<file path="src/rtl/tcm_arb_pkg.sv">
// Shared types for the dual-bank scratch RAM arbiter.
// Assumes: nothing beyond IEEE 1800-2017.
package tcm_arb_pkg;

    // Which master owns a bank in the current cycle.
    typedef enum logic [1:0] {
        OWN_NONE = 2'd0,
        OWN_INS  = 2'd1,
        OWN_DAT  = 2'd2,
        OWN_DMA  = 2'd3
    } bank_owner_e;

endpackage

</file>
<file path="src/rtl/tcm_win_decode.sv">
// Window decoder: checks whether a CPU byte address falls inside the
// aligned window that starts at BASE and returns the offset within it.
// Assumes: BASE is aligned to 2**OFF_W.
module tcm_win_decode #(
    parameter int                ADDR_W = 17,
    parameter int                OFF_W  = 15,
    parameter logic [ADDR_W-1:0] BASE   = '0
) (
    input  logic [ADDR_W-1:0] addr,
    output logic              in_win,
    output logic [OFF_W-1:0]  offset
);

    // Compare the bits above the window size against the base.
    always_comb begin
        in_win = (addr[ADDR_W-1:OFF_W] == BASE[ADDR_W-1:OFF_W]);
        offset = addr[OFF_W-1:0];
    end

endmodule

</file>
<file path="src/rtl/tcm_bank_arb.sv">
// Per-bank arbiter: picks one of fetch, load/store and DMA for a bank and
// drives that bank's SRAM port. CPU ports beat DMA. A fetch/load-store
// clash is settled by a turn bit that flips after each clash.
// Assumes: hit_* inputs are already qualified by window and bank select.
module tcm_bank_arb
    import tcm_arb_pkg::*;
#(
    parameter int DATA_W = 32,
    parameter int IDX_W  = 12,
    localparam int BE_W  = DATA_W / 8
) (
    input  logic              clk,
    input  logic              rst_n,
    input  logic              hit_ins,
    input  logic [IDX_W-1:0]  idx_ins,
    input  logic              hit_dat,
    input  logic [IDX_W-1:0]  idx_dat,
    input  logic              we_dat,
    input  logic [BE_W-1:0]   be_dat,
    input  logic [DATA_W-1:0] wdata_dat,
    input  logic              hit_dma,
    input  logic [IDX_W-1:0]  idx_dma,
    input  logic              we_dma,
    input  logic [BE_W-1:0]   be_dma,
    input  logic [DATA_W-1:0] wdata_dma,
    output logic              gnt_ins,
    output logic              gnt_dat,
    output logic              gnt_dma,
    output logic              bk_en,
    output logic              bk_we,
    output logic [BE_W-1:0]   bk_be,
    output logic [IDX_W-1:0]  bk_idx,
    output logic [DATA_W-1:0] bk_wdata
);

    logic        dat_turn_q;   // 1: load/store wins the next clash
    logic        clash;
    bank_owner_e owner;

    assign clash = hit_ins & hit_dat;

    // Choose the bank owner: CPU before DMA, turn bit between CPU ports.
    always_comb begin
        if (clash)        owner = dat_turn_q ? OWN_DAT : OWN_INS;
        else if (hit_ins) owner = OWN_INS;
        else if (hit_dat) owner = OWN_DAT;
        else if (hit_dma) owner = OWN_DMA;
        else              owner = OWN_NONE;
    end

    // Flip the turn bit after every fetch/load-store clash.
    always_ff @(posedge clk) begin
        if (!rst_n)     dat_turn_q <= 1'b0;
        else if (clash) dat_turn_q <= ~dat_turn_q;
    end

    // Decode the owner into per-master grants.
    always_comb begin
        gnt_ins = (owner == OWN_INS);
        gnt_dat = (owner == OWN_DAT);
        gnt_dma = (owner == OWN_DMA);
    end

    // Steer the owner's request onto the bank port.
    always_comb begin
        bk_en    = 1'b1;
        bk_we    = 1'b0;
        bk_be    = '0;
        bk_idx   = '0;
        bk_wdata = '0;
        case (owner)
            OWN_INS: bk_idx = idx_ins;
            OWN_DAT: begin
                bk_idx   = idx_dat;
                bk_we    = we_dat;
                bk_be    = be_dat;
                bk_wdata = wdata_dat;
            end
            OWN_DMA: begin
                bk_idx   = idx_dma;
                bk_we    = we_dma;
                bk_be    = be_dma;
                bk_wdata = wdata_dma;
            end
            default: bk_en = 1'b0;
        endcase
    end

    p_single_owner_r4: assert property (@(posedge clk) disable iff (!rst_n)
        $onehot0({gnt_ins, gnt_dat, gnt_dma}));

    p_busy_bank_r4: assert property (@(posedge clk) disable iff (!rst_n)
        (hit_ins || hit_dat || hit_dma) |-> bk_en);

    p_cpu_first_r5: assert property (@(posedge clk) disable iff (!rst_n)
        (hit_ins || hit_dat) |-> !gnt_dma);

    p_turn_flip_r6: assert property (@(posedge clk) disable iff (!rst_n)
        clash |=> (dat_turn_q != $past(dat_turn_q)));

    p_fetch_no_write_r1: assert property (@(posedge clk) disable iff (!rst_n)
        gnt_ins |-> !bk_we);

endmodule

</file>
<file path="src/rtl/tcm_rd_return.sv">
// Read return: remembers which bank served a granted read and presents
// that bank's data on the master's rdata one cycle later, zero otherwise.
// Assumes: the bank SRAM returns data one cycle after its enable.
module tcm_rd_return #(
    parameter int DATA_W = 32,
    parameter int NBANK  = 2,
    localparam int SEL_W = (NBANK > 1) ? $clog2(NBANK) : 1
) (
    input  logic                        clk,
    input  logic                        rst_n,
    input  logic                        fire,
    input  logic [SEL_W-1:0]            bank,
    input  logic [NBANK-1:0][DATA_W-1:0] bk_rdata,
    output logic [DATA_W-1:0]           rdata
);

    logic             vld_q;
    logic [SEL_W-1:0] bank_q;

    // Capture the read grant and its bank for the next cycle.
    always_ff @(posedge clk) begin
        if (!rst_n) begin
            vld_q  <= 1'b0;
            bank_q <= '0;
        end else begin
            vld_q  <= fire;
            bank_q <= bank;
        end
    end

    // Select the serving bank's data, or zero when no read is due.
    always_comb begin
        rdata = vld_q ? bk_rdata[bank_q] : '0;
    end

endmodule

</file>
<file path="src/rtl/tcm_bank_arbiter.sv">
// Top: decodes the fetch and load/store windows, splits every request by
// bank, runs one arbiter per bank and returns read data per master.
// Assumes: a master holds its request unchanged while ready is low; the
// bank SRAMs have one cycle of read latency and byte-write enables.
module tcm_bank_arbiter #(
    parameter int                    DATA_W   = 32,
    parameter int                    OFF_W    = 15,
    parameter int                    CPU_AW   = 17,
    parameter logic [CPU_AW-1:0]     INS_BASE = 17'h00000,
    parameter logic [CPU_AW-1:0]     DAT_BASE = 17'h10000,
    localparam int                   BE_W     = DATA_W / 8,
    localparam int                   LSB_W    = $clog2(BE_W),
    localparam int                   BANK_BIT = OFF_W - 1,
    localparam int                   IDX_W    = OFF_W - 1 - LSB_W,
    localparam int                   NBANK    = 2
) (
    input  logic                        clk,
    input  logic                        rst_n,
    input  logic                        ins_req,
    input  logic [CPU_AW-1:0]           ins_addr,
    output logic                        ins_ready,
    output logic [DATA_W-1:0]           ins_rdata,
    input  logic                        dat_req,
    input  logic [CPU_AW-1:0]           dat_addr,
    input  logic                        dat_we,
    input  logic [BE_W-1:0]             dat_be,
    input  logic [DATA_W-1:0]           dat_wdata,
    output logic                        dat_ready,
    output logic [DATA_W-1:0]           dat_rdata,
    input  logic                        dma_req,
    input  logic [OFF_W-1:0]            dma_addr,
    input  logic                        dma_we,
    input  logic [BE_W-1:0]             dma_be,
    input  logic [DATA_W-1:0]           dma_wdata,
    output logic                        dma_ready,
    output logic [DATA_W-1:0]           dma_rdata,
    output logic [NBANK-1:0]            bk_en,
    output logic [NBANK-1:0]            bk_we,
    output logic [NBANK-1:0][BE_W-1:0]  bk_be,
    output logic [NBANK-1:0][IDX_W-1:0] bk_addr,
    output logic [NBANK-1:0][DATA_W-1:0] bk_wdata,
    input  logic [NBANK-1:0][DATA_W-1:0] bk_rdata
);

    logic             ins_win, dat_win;
    logic [OFF_W-1:0] ins_off, dat_off;
    logic             ins_bank, dat_bank, dma_bank;
    logic [IDX_W-1:0] ins_idx, dat_idx, dma_idx;
    logic [NBANK-1:0] gnt_ins, gnt_dat, gnt_dma;
    logic             ins_fire, dat_fire, dma_fire;

    tcm_win_decode #(.ADDR_W(CPU_AW), .OFF_W(OFF_W), .BASE(INS_BASE)) u_ins_win (
        .addr(ins_addr), .in_win(ins_win), .offset(ins_off)
    );

    tcm_win_decode #(.ADDR_W(CPU_AW), .OFF_W(OFF_W), .BASE(DAT_BASE)) u_dat_win (
        .addr(dat_addr), .in_win(dat_win), .offset(dat_off)
    );

    // Split each offset into bank select and bank word address.
    always_comb begin
        ins_bank = ins_off[BANK_BIT];
        dat_bank = dat_off[BANK_BIT];
        dma_bank = dma_addr[BANK_BIT];
        ins_idx  = ins_off[BANK_BIT-1:LSB_W];
        dat_idx  = dat_off[BANK_BIT-1:LSB_W];
        dma_idx  = dma_addr[BANK_BIT-1:LSB_W];
    end

    for (genvar b = 0; b < NBANK; b++) begin : g_bank
        logic hit_ins, hit_dat, hit_dma;

        // Qualify each request for this bank.
        always_comb begin
            hit_ins = ins_req & ins_win & (ins_bank == 1'(b));
            hit_dat = dat_req & dat_win & (dat_bank == 1'(b));
            hit_dma = dma_req & (dma_bank == 1'(b));
        end

        tcm_bank_arb #(.DATA_W(DATA_W), .IDX_W(IDX_W)) u_arb (
            .clk       (clk),
            .rst_n     (rst_n),
            .hit_ins   (hit_ins),
            .idx_ins   (ins_idx),
            .hit_dat   (hit_dat),
            .idx_dat   (dat_idx),
            .we_dat    (dat_we),
            .be_dat    (dat_be),
            .wdata_dat (dat_wdata),
            .hit_dma   (hit_dma),
            .idx_dma   (dma_idx),
            .we_dma    (dma_we),
            .be_dma    (dma_be),
            .wdata_dma (dma_wdata),
            .gnt_ins   (gnt_ins[b]),
            .gnt_dat   (gnt_dat[b]),
            .gnt_dma   (gnt_dma[b]),
            .bk_en     (bk_en[b]),
            .bk_we     (bk_we[b]),
            .bk_be     (bk_be[b]),
            .bk_idx    (bk_addr[b]),
            .bk_wdata  (bk_wdata[b])
        );
    end

    // Ready: a bank grant, or an immediate answer for an out-of-window access.
    always_comb begin
        ins_ready = (ins_req & ~ins_win) | (|gnt_ins);
        dat_ready = (dat_req & ~dat_win) | (|gnt_dat);
        dma_ready = |gnt_dma;
        ins_fire  = |gnt_ins;
        dat_fire  = (|gnt_dat) & ~dat_we;
        dma_fire  = (|gnt_dma) & ~dma_we;
    end

    tcm_rd_return #(.DATA_W(DATA_W), .NBANK(NBANK)) u_ins_ret (
        .clk(clk), .rst_n(rst_n), .fire(ins_fire), .bank(ins_bank),
        .bk_rdata(bk_rdata), .rdata(ins_rdata)
    );

    tcm_rd_return #(.DATA_W(DATA_W), .NBANK(NBANK)) u_dat_ret (
        .clk(clk), .rst_n(rst_n), .fire(dat_fire), .bank(dat_bank),
        .bk_rdata(bk_rdata), .rdata(dat_rdata)
    );

    tcm_rd_return #(.DATA_W(DATA_W), .NBANK(NBANK)) u_dma_ret (
        .clk(clk), .rst_n(rst_n), .fire(dma_fire), .bank(dma_bank),
        .bk_rdata(bk_rdata), .rdata(dma_rdata)
    );

    p_oow_no_bank_r3: assert property (@(posedge clk) disable iff (!rst_n)
        (ins_req && !ins_win && !dma_req && !(dat_req && dat_win)) |-> (bk_en == '0));

    p_oow_answer_r3: assert property (@(posedge clk) disable iff (!rst_n)
        (dat_req && !dat_win) |-> (dat_ready && !(|gnt_dat)));

endmodule

</file>
<file path="config.mk">
export PLATFORM = sky130hd
export DESIGN_NAME = tcm_bank_arbiter
export DESIGN_NICKNAME = d
export VERILOG_FILES = /design/src/rtl/tcm_arb_pkg.sv /design/src/rtl/tcm_win_decode.sv /design/src/rtl/tcm_bank_arb.sv /design/src/rtl/tcm_rd_return.sv /design/src/rtl/tcm_bank_arbiter.sv
export SDC_FILE = /design/constraint.sdc
export NUM_CORES = 1
export LEC_CHECK = 0
export BUFFER_PORTS_ARGS = -buffer_cell sky130_fd_sc_hd__clkbuf_2
export CAP_MARGIN = 10
export CORE_AREA = 4 4 149 151
export DETAILED_ROUTE_END_ITERATION = 10
export DIE_AREA = 0 0 153 155
export PLACE_DENSITY = 0.45
export SLEW_MARGIN = 25
export SYNTH_ARGS = -nofsm -noshare
export SYNTH_HDL_FRONTEND = slang
export SYNTH_SLANG_ARGS = --single-unit
</file>
<file path="constraint.sdc">
create_clock -name clk -period 3.1 [get_ports clk]
set_input_delay 0.62 -clock clk [delete_from_list [all_inputs] [get_ports clk]]
set_output_delay 0.62 -clock clk [all_outputs]
set_load 0.05 [all_outputs]
</file>
# == Word level (Yosys, flattened, before mapping) ==
# Index checks and enable logic that the tools add are counted.
# op_classes
n_lt_le_gt_ge,3
n_eq_ne,7
muxes,29
n_bitwise,25
n_reduce_logical,6
# op_table
op,count
$mux 32,9
$pmux 32 s2,2
$pmux 12 s3,2
$mux 2,10
$pmux 4 s2,2
$and 1x1->1,14
$eq 2x2->1 const B,5
$not 1->1,9
$lt 1x2->1 const B,3
$reduce_or 2->1,3
$reduce_or 3->1,2
$eq 2x1->1 const B,2
$pmux 1 s2,2
$logic_not 2->1,1
$mux 1,2
$or 1x1->1,2
# word_totals
ff_bits,8
input_bits,192
output_inout_bits,199
elab_cells,78

# == Longest topological paths before layout ==
# logic_depth
word_depth,9
ltp_mapped,7
ltp_nobuf,3

# == Hierarchy ==
# From an unflattened synthesis, not the netlist that was laid out.
# unflattened
hier_cells,442
hier_area_um2,3629.7
# modules_own_cells
module,n_inst,cells_each,area_each_um2,seq_area_each_um2
tcm_rd_return,3,75,655.6,40.0
tcm_bank_arb,2,84,665.6,20.0
tcm_win_decode (u_dat_win),1,16,126.4,0.0
tcm_win_decode (u_ins_win),1,16,116.4,0.0
tcm_bank_arbiter,1,17,88.8,0.0

# == Worst setup path after synthesis ==
# Ideal clock, no wire load.
# synth_path
path_type,input to output
start,in ins_addr[14]
end,out bk_addr[10] in the netlist's numbering
arrival_ps,2235
required_ps,2480
slack_ps,245
stages,6
path_buffers,3
path_cell_list,or4b_1 > buf_2 > o21a_1 > buf_6 > buf_6 > a221o_1
# synth_lines
element,line_no,source
"start, declared",tcm_bank_arbiter.sv:20,"input logic [CPU_AW-1:0] ins_addr,"
"end, declared",tcm_bank_arbiter.sv:40,"output logic [NBANK-1:0][IDX_W-1:0] bk_addr,"

==> results.json <==
{
  "p_clk_frac": 0.161,
  "wl_per_cell_microns": 18.3,
  "power.total_mw": 1.35,
  "timing.rr.end": "u_dat_ret.vld_q$_SDFF_PN0_",
  "clkTransAtPathRegs_ns": 0.04,
  "final_cell_count_no_fill": 1063,
  "rr_startpoint": "g_bank[0].u_arb.dat_turn_q$_SDFFE_PN0P_",
  "fin_tns_setup_ns": 0,
  "cts_tree": "done",
  "synthMuxAreaShare": 0.288,
  "slowest_delay_ns": 0.58,
  "die_w_microns": 153,
  "cts_resized": 0,
  "pwr-share-seq": 0.087,
  "grt_pass1_wl_mm": 29.1,
  "r2r_cells": 4,
  "syn_to_final_growth_pct": 82.7,
  "final_layout_size_suffix_gt1_frac": 0.540,
  "avgSynthCellArea_sq_um": 7.81,
  "ys_types": 32,
  "vias_per_cell": 4.54,
  "worst_slew_pin_slew_ns": 0.617,
  "drv_slew": 0,
  "status": "finished, final reports clean",
  "fin_crit_sh": 0.960,
  "synth_flop_cell": "dfxtp_1",
  "synth.top_cell.area_share": 0.288,
  "ys_seq_area_frac": 0.0480,
  "drt_iter0_drc": 190,
  "synth_compound_area_frac": 0.346,
  "synth_fa_ha_area_frac": 0,
  "first_pass_iters": 5,
  "cts_buffers": 3,
  "crit_type": "in -> out",
  "setup_violations": 0,
  "timing_hold_violations_final": 0,
  "ir_worst_vdd_mv": 0.118,
  "hold_class": "in -> reg",
  "crit_path_end_kind": "output port",
  "fillCellCount": 2313,
  "crit_path_end": "bk_addr[10]",
  "htree_levels": 1,
  "slew-limit-headroom": 0.589,
  "grt-ovfl-total": 0,
  "clk_latency_ns": 0.23,
  "hold_buffers": 0,
  "regArea_sq_um": 164,
  "cp_slowest_cell": "or4b_4",
  "start_kind": "input port",
  "multi_input_area_sq_um": 2900,
  "dieArea_sq_um": 23700,
  "cap_violations": 0,
  "rsz0062_at_grt": "false",
  "vias": 4821,
  "start_util": 0.160,
  "skew_ns": 0.00381,
  "synth.area.top_cells": "mux2i_1 29%, a22o_1 19%, nor2b_1 18%",
  "ant_nets": 0,
  "synth_common_cells": "96 x mux2i_1, 96 x nor2b_1, 74 x a22o_1",
  "critical_path_arrival_ns": 2.36,
  "synth-simple-area-share": 0.226,
  "pin_count": 391,
  "rows": 53,
  "async_flop_share": 0,
  "p_comb_frac": 0.752,
  "p_switching_mw": 0.720,
  "gp_congestion": 0.820,
  "post_cts_buffers": 0,
  "hpwl_mm": 16.3,
  "max_freq_ghz": 0.336,
  "io_buffer_count": 384,
  "die_height_microns": 155,
  "cts_root_buffer": "clkbuf_16",
  "crit_path_frequent_cell": "clkbuf_2",
  "nNetsFinal": 981,
  "netSwitchingFraction": 0.532,
  "path_cells": "clkbuf_2 > or4b_4 > o21a_2 > buf_12 > a221o_1 > clkbuf_2",
  "crit_fanout": 33,
  "grt.total_usage": 0.154,
  "grt_pass1_vias": 4913,
  "place_inst": 1059,
  "min_period_ns": 2.98,
  "fin_util": 0.293,
  "grt_max_degree": 34,
  "power.leakage_nw": 3.18,
  "remaining_drc_errors": 0,
  "antenna_found_initial": 2,
  "wl_mm": 19.5,
  "synth_edf_count": 0,
  "required_ns": 2.48,
  "synth_warnings": 0,
  "synth_top_family_by_area": "compound AO/OA/AOI/OAI gates",
  "cts.sinks": 8,
  "syn_inst": 427,
  "hold_slack_ns": 0.631,
  "power_density_nw_per_um2": 222,
  "synth_xor_area_frac": 0,
  "synth_fp_nets": 619,
  "core_sq_um": 20800,
  "synth_largest_area_cell": "mux2i_1",
  "p_int_mw": 0.634,
  "synth_area_sq_um": 3330,
  "rrSetupSlack_ns": 1.83,
  "cp-startpoint": "ins_addr[14]",
  "ctsLongestPathBuffers": 2,
  "synth-seq-cells": 8
}
## critical path, delay by kind of cell
family	cells	cell delay [ns]
AO/OA/AOI/OAI	2	0.63
buffers and inverters	3	0.51
AND/OR/NAND/NOR	1	0.58
## cells by family after synthesis
| group | after synthesis |
|---|---|
| muxes | 96 |
| DFF | 8 |
| buffers and inverters | 71 |
| AOI/OAI and AO/OA | 135 |
| and+or+nand+nor | 117 |
## layout make-up
cell class	count	share of cell area
Clock buffer	3	0.0123
Timing Repair Buffer	412	0.418
Tap cell	275	0.0565
Sequential cell	8	0.0269
Inverter	16	0.00986
Antenna cell	1	0.000411
Multi-Input combinational cell	348	0.476
## cell usage in the layout, fill, tap and decap left out
master and count:
clkbuf_2 363, mux2i_1 96, nor2b_1 96, a22o_1 74, buf_12 29, a211oi_1 24, a221o_1 24, buf_4 20
inv_1 16, dfxtp_1 5, nand3_1 4, o21ai_0 4, a21oi_1 3, and2_1 3, clkbuf_16 3, dfxtp_2 3
nand2b_1 2, o211a_1 2, diode_2 1, nor4bb_1 1, nand4b_1 1, a21oi_4 1, and4b_1 1, nand2_1 1
nor3_2 1, nand4bb_1 1, or4b_4 1, nor4bb_2 1, o21a_2 1, nor3b_2 1, or4bb_1 1, a211o_1 1
or2_2 1, a21o_1 1, or3_1 1
## sequential cells by signal, summed over array words and instances, names as in the netlist
signal                   flops
g_bank.u_arb.dat_turn_q      2
u_dat_ret.bank_q             1
u_dat_ret.vld_q              1
u_dma_ret.bank_q             1
u_dma_ret.vld_q              1
u_ins_ret.bank_q             1
u_ins_ret.vld_q              1
## power by group through the flow
stage	clock network (mW)	registers (mW)	logic [mW]
global placement	0	0.119	1.02
finish	0.219	0.117	1.02
detailed placement	0	0.119	1.02
global route	0.228	0.118	1.08
CTS	0.227	0.118	1.03
floorplan	0	0.110	0.639
## how the worst min path moves through the flow
stage	from	end	slack, ns	cells past startpoint
4_1_cts	dma_addr[14]	u_dma_ret.bank_q$_SDFF_PN0_	0.64	2
3_5_place_dp	g_bank[1].u_arb.dat_turn_q$_SDFFE_PN0P_	g_bank[1].u_arb.dat_turn_q$_SDFFE_PN0P_	0.66	3
5_1_grt	dma_addr[14]	u_dma_ret.bank_q$_SDFF_PN0_	0.66	2
2_1_floorplan	g_bank[1].u_arb.dat_turn_q$_SDFFE_PN0P_	g_bank[1].u_arb.dat_turn_q$_SDFFE_PN0P_	0.59	3
3_3_place_gp	g_bank[1].u_arb.dat_turn_q$_SDFFE_PN0P_	g_bank[1].u_arb.dat_turn_q$_SDFFE_PN0P_	0.66	3
6_report	dma_addr[14]	u_dma_ret.bank_q$_SDFF_PN0_	0.63	2
## through the flow
step                setup WS [ns]  instance area [sq um]
floorplan                   0.245                   3330
global placement           0.0262                   6010
detailed placement         0.0267                   6010
CTS                        0.0227                   6080
global route               0.0319                   6090
finish                      0.124                   6090
## routing by layer
layer | track usage | wire length, microns
met1 | 0.182 | 7780
met2 | 0.289 | 10200
met3 | 0.0342 | 1320
met4 | 0.0238 | 179
met5 | 0 | 0
Note: power is estimated with default switching activity, not from simulation.
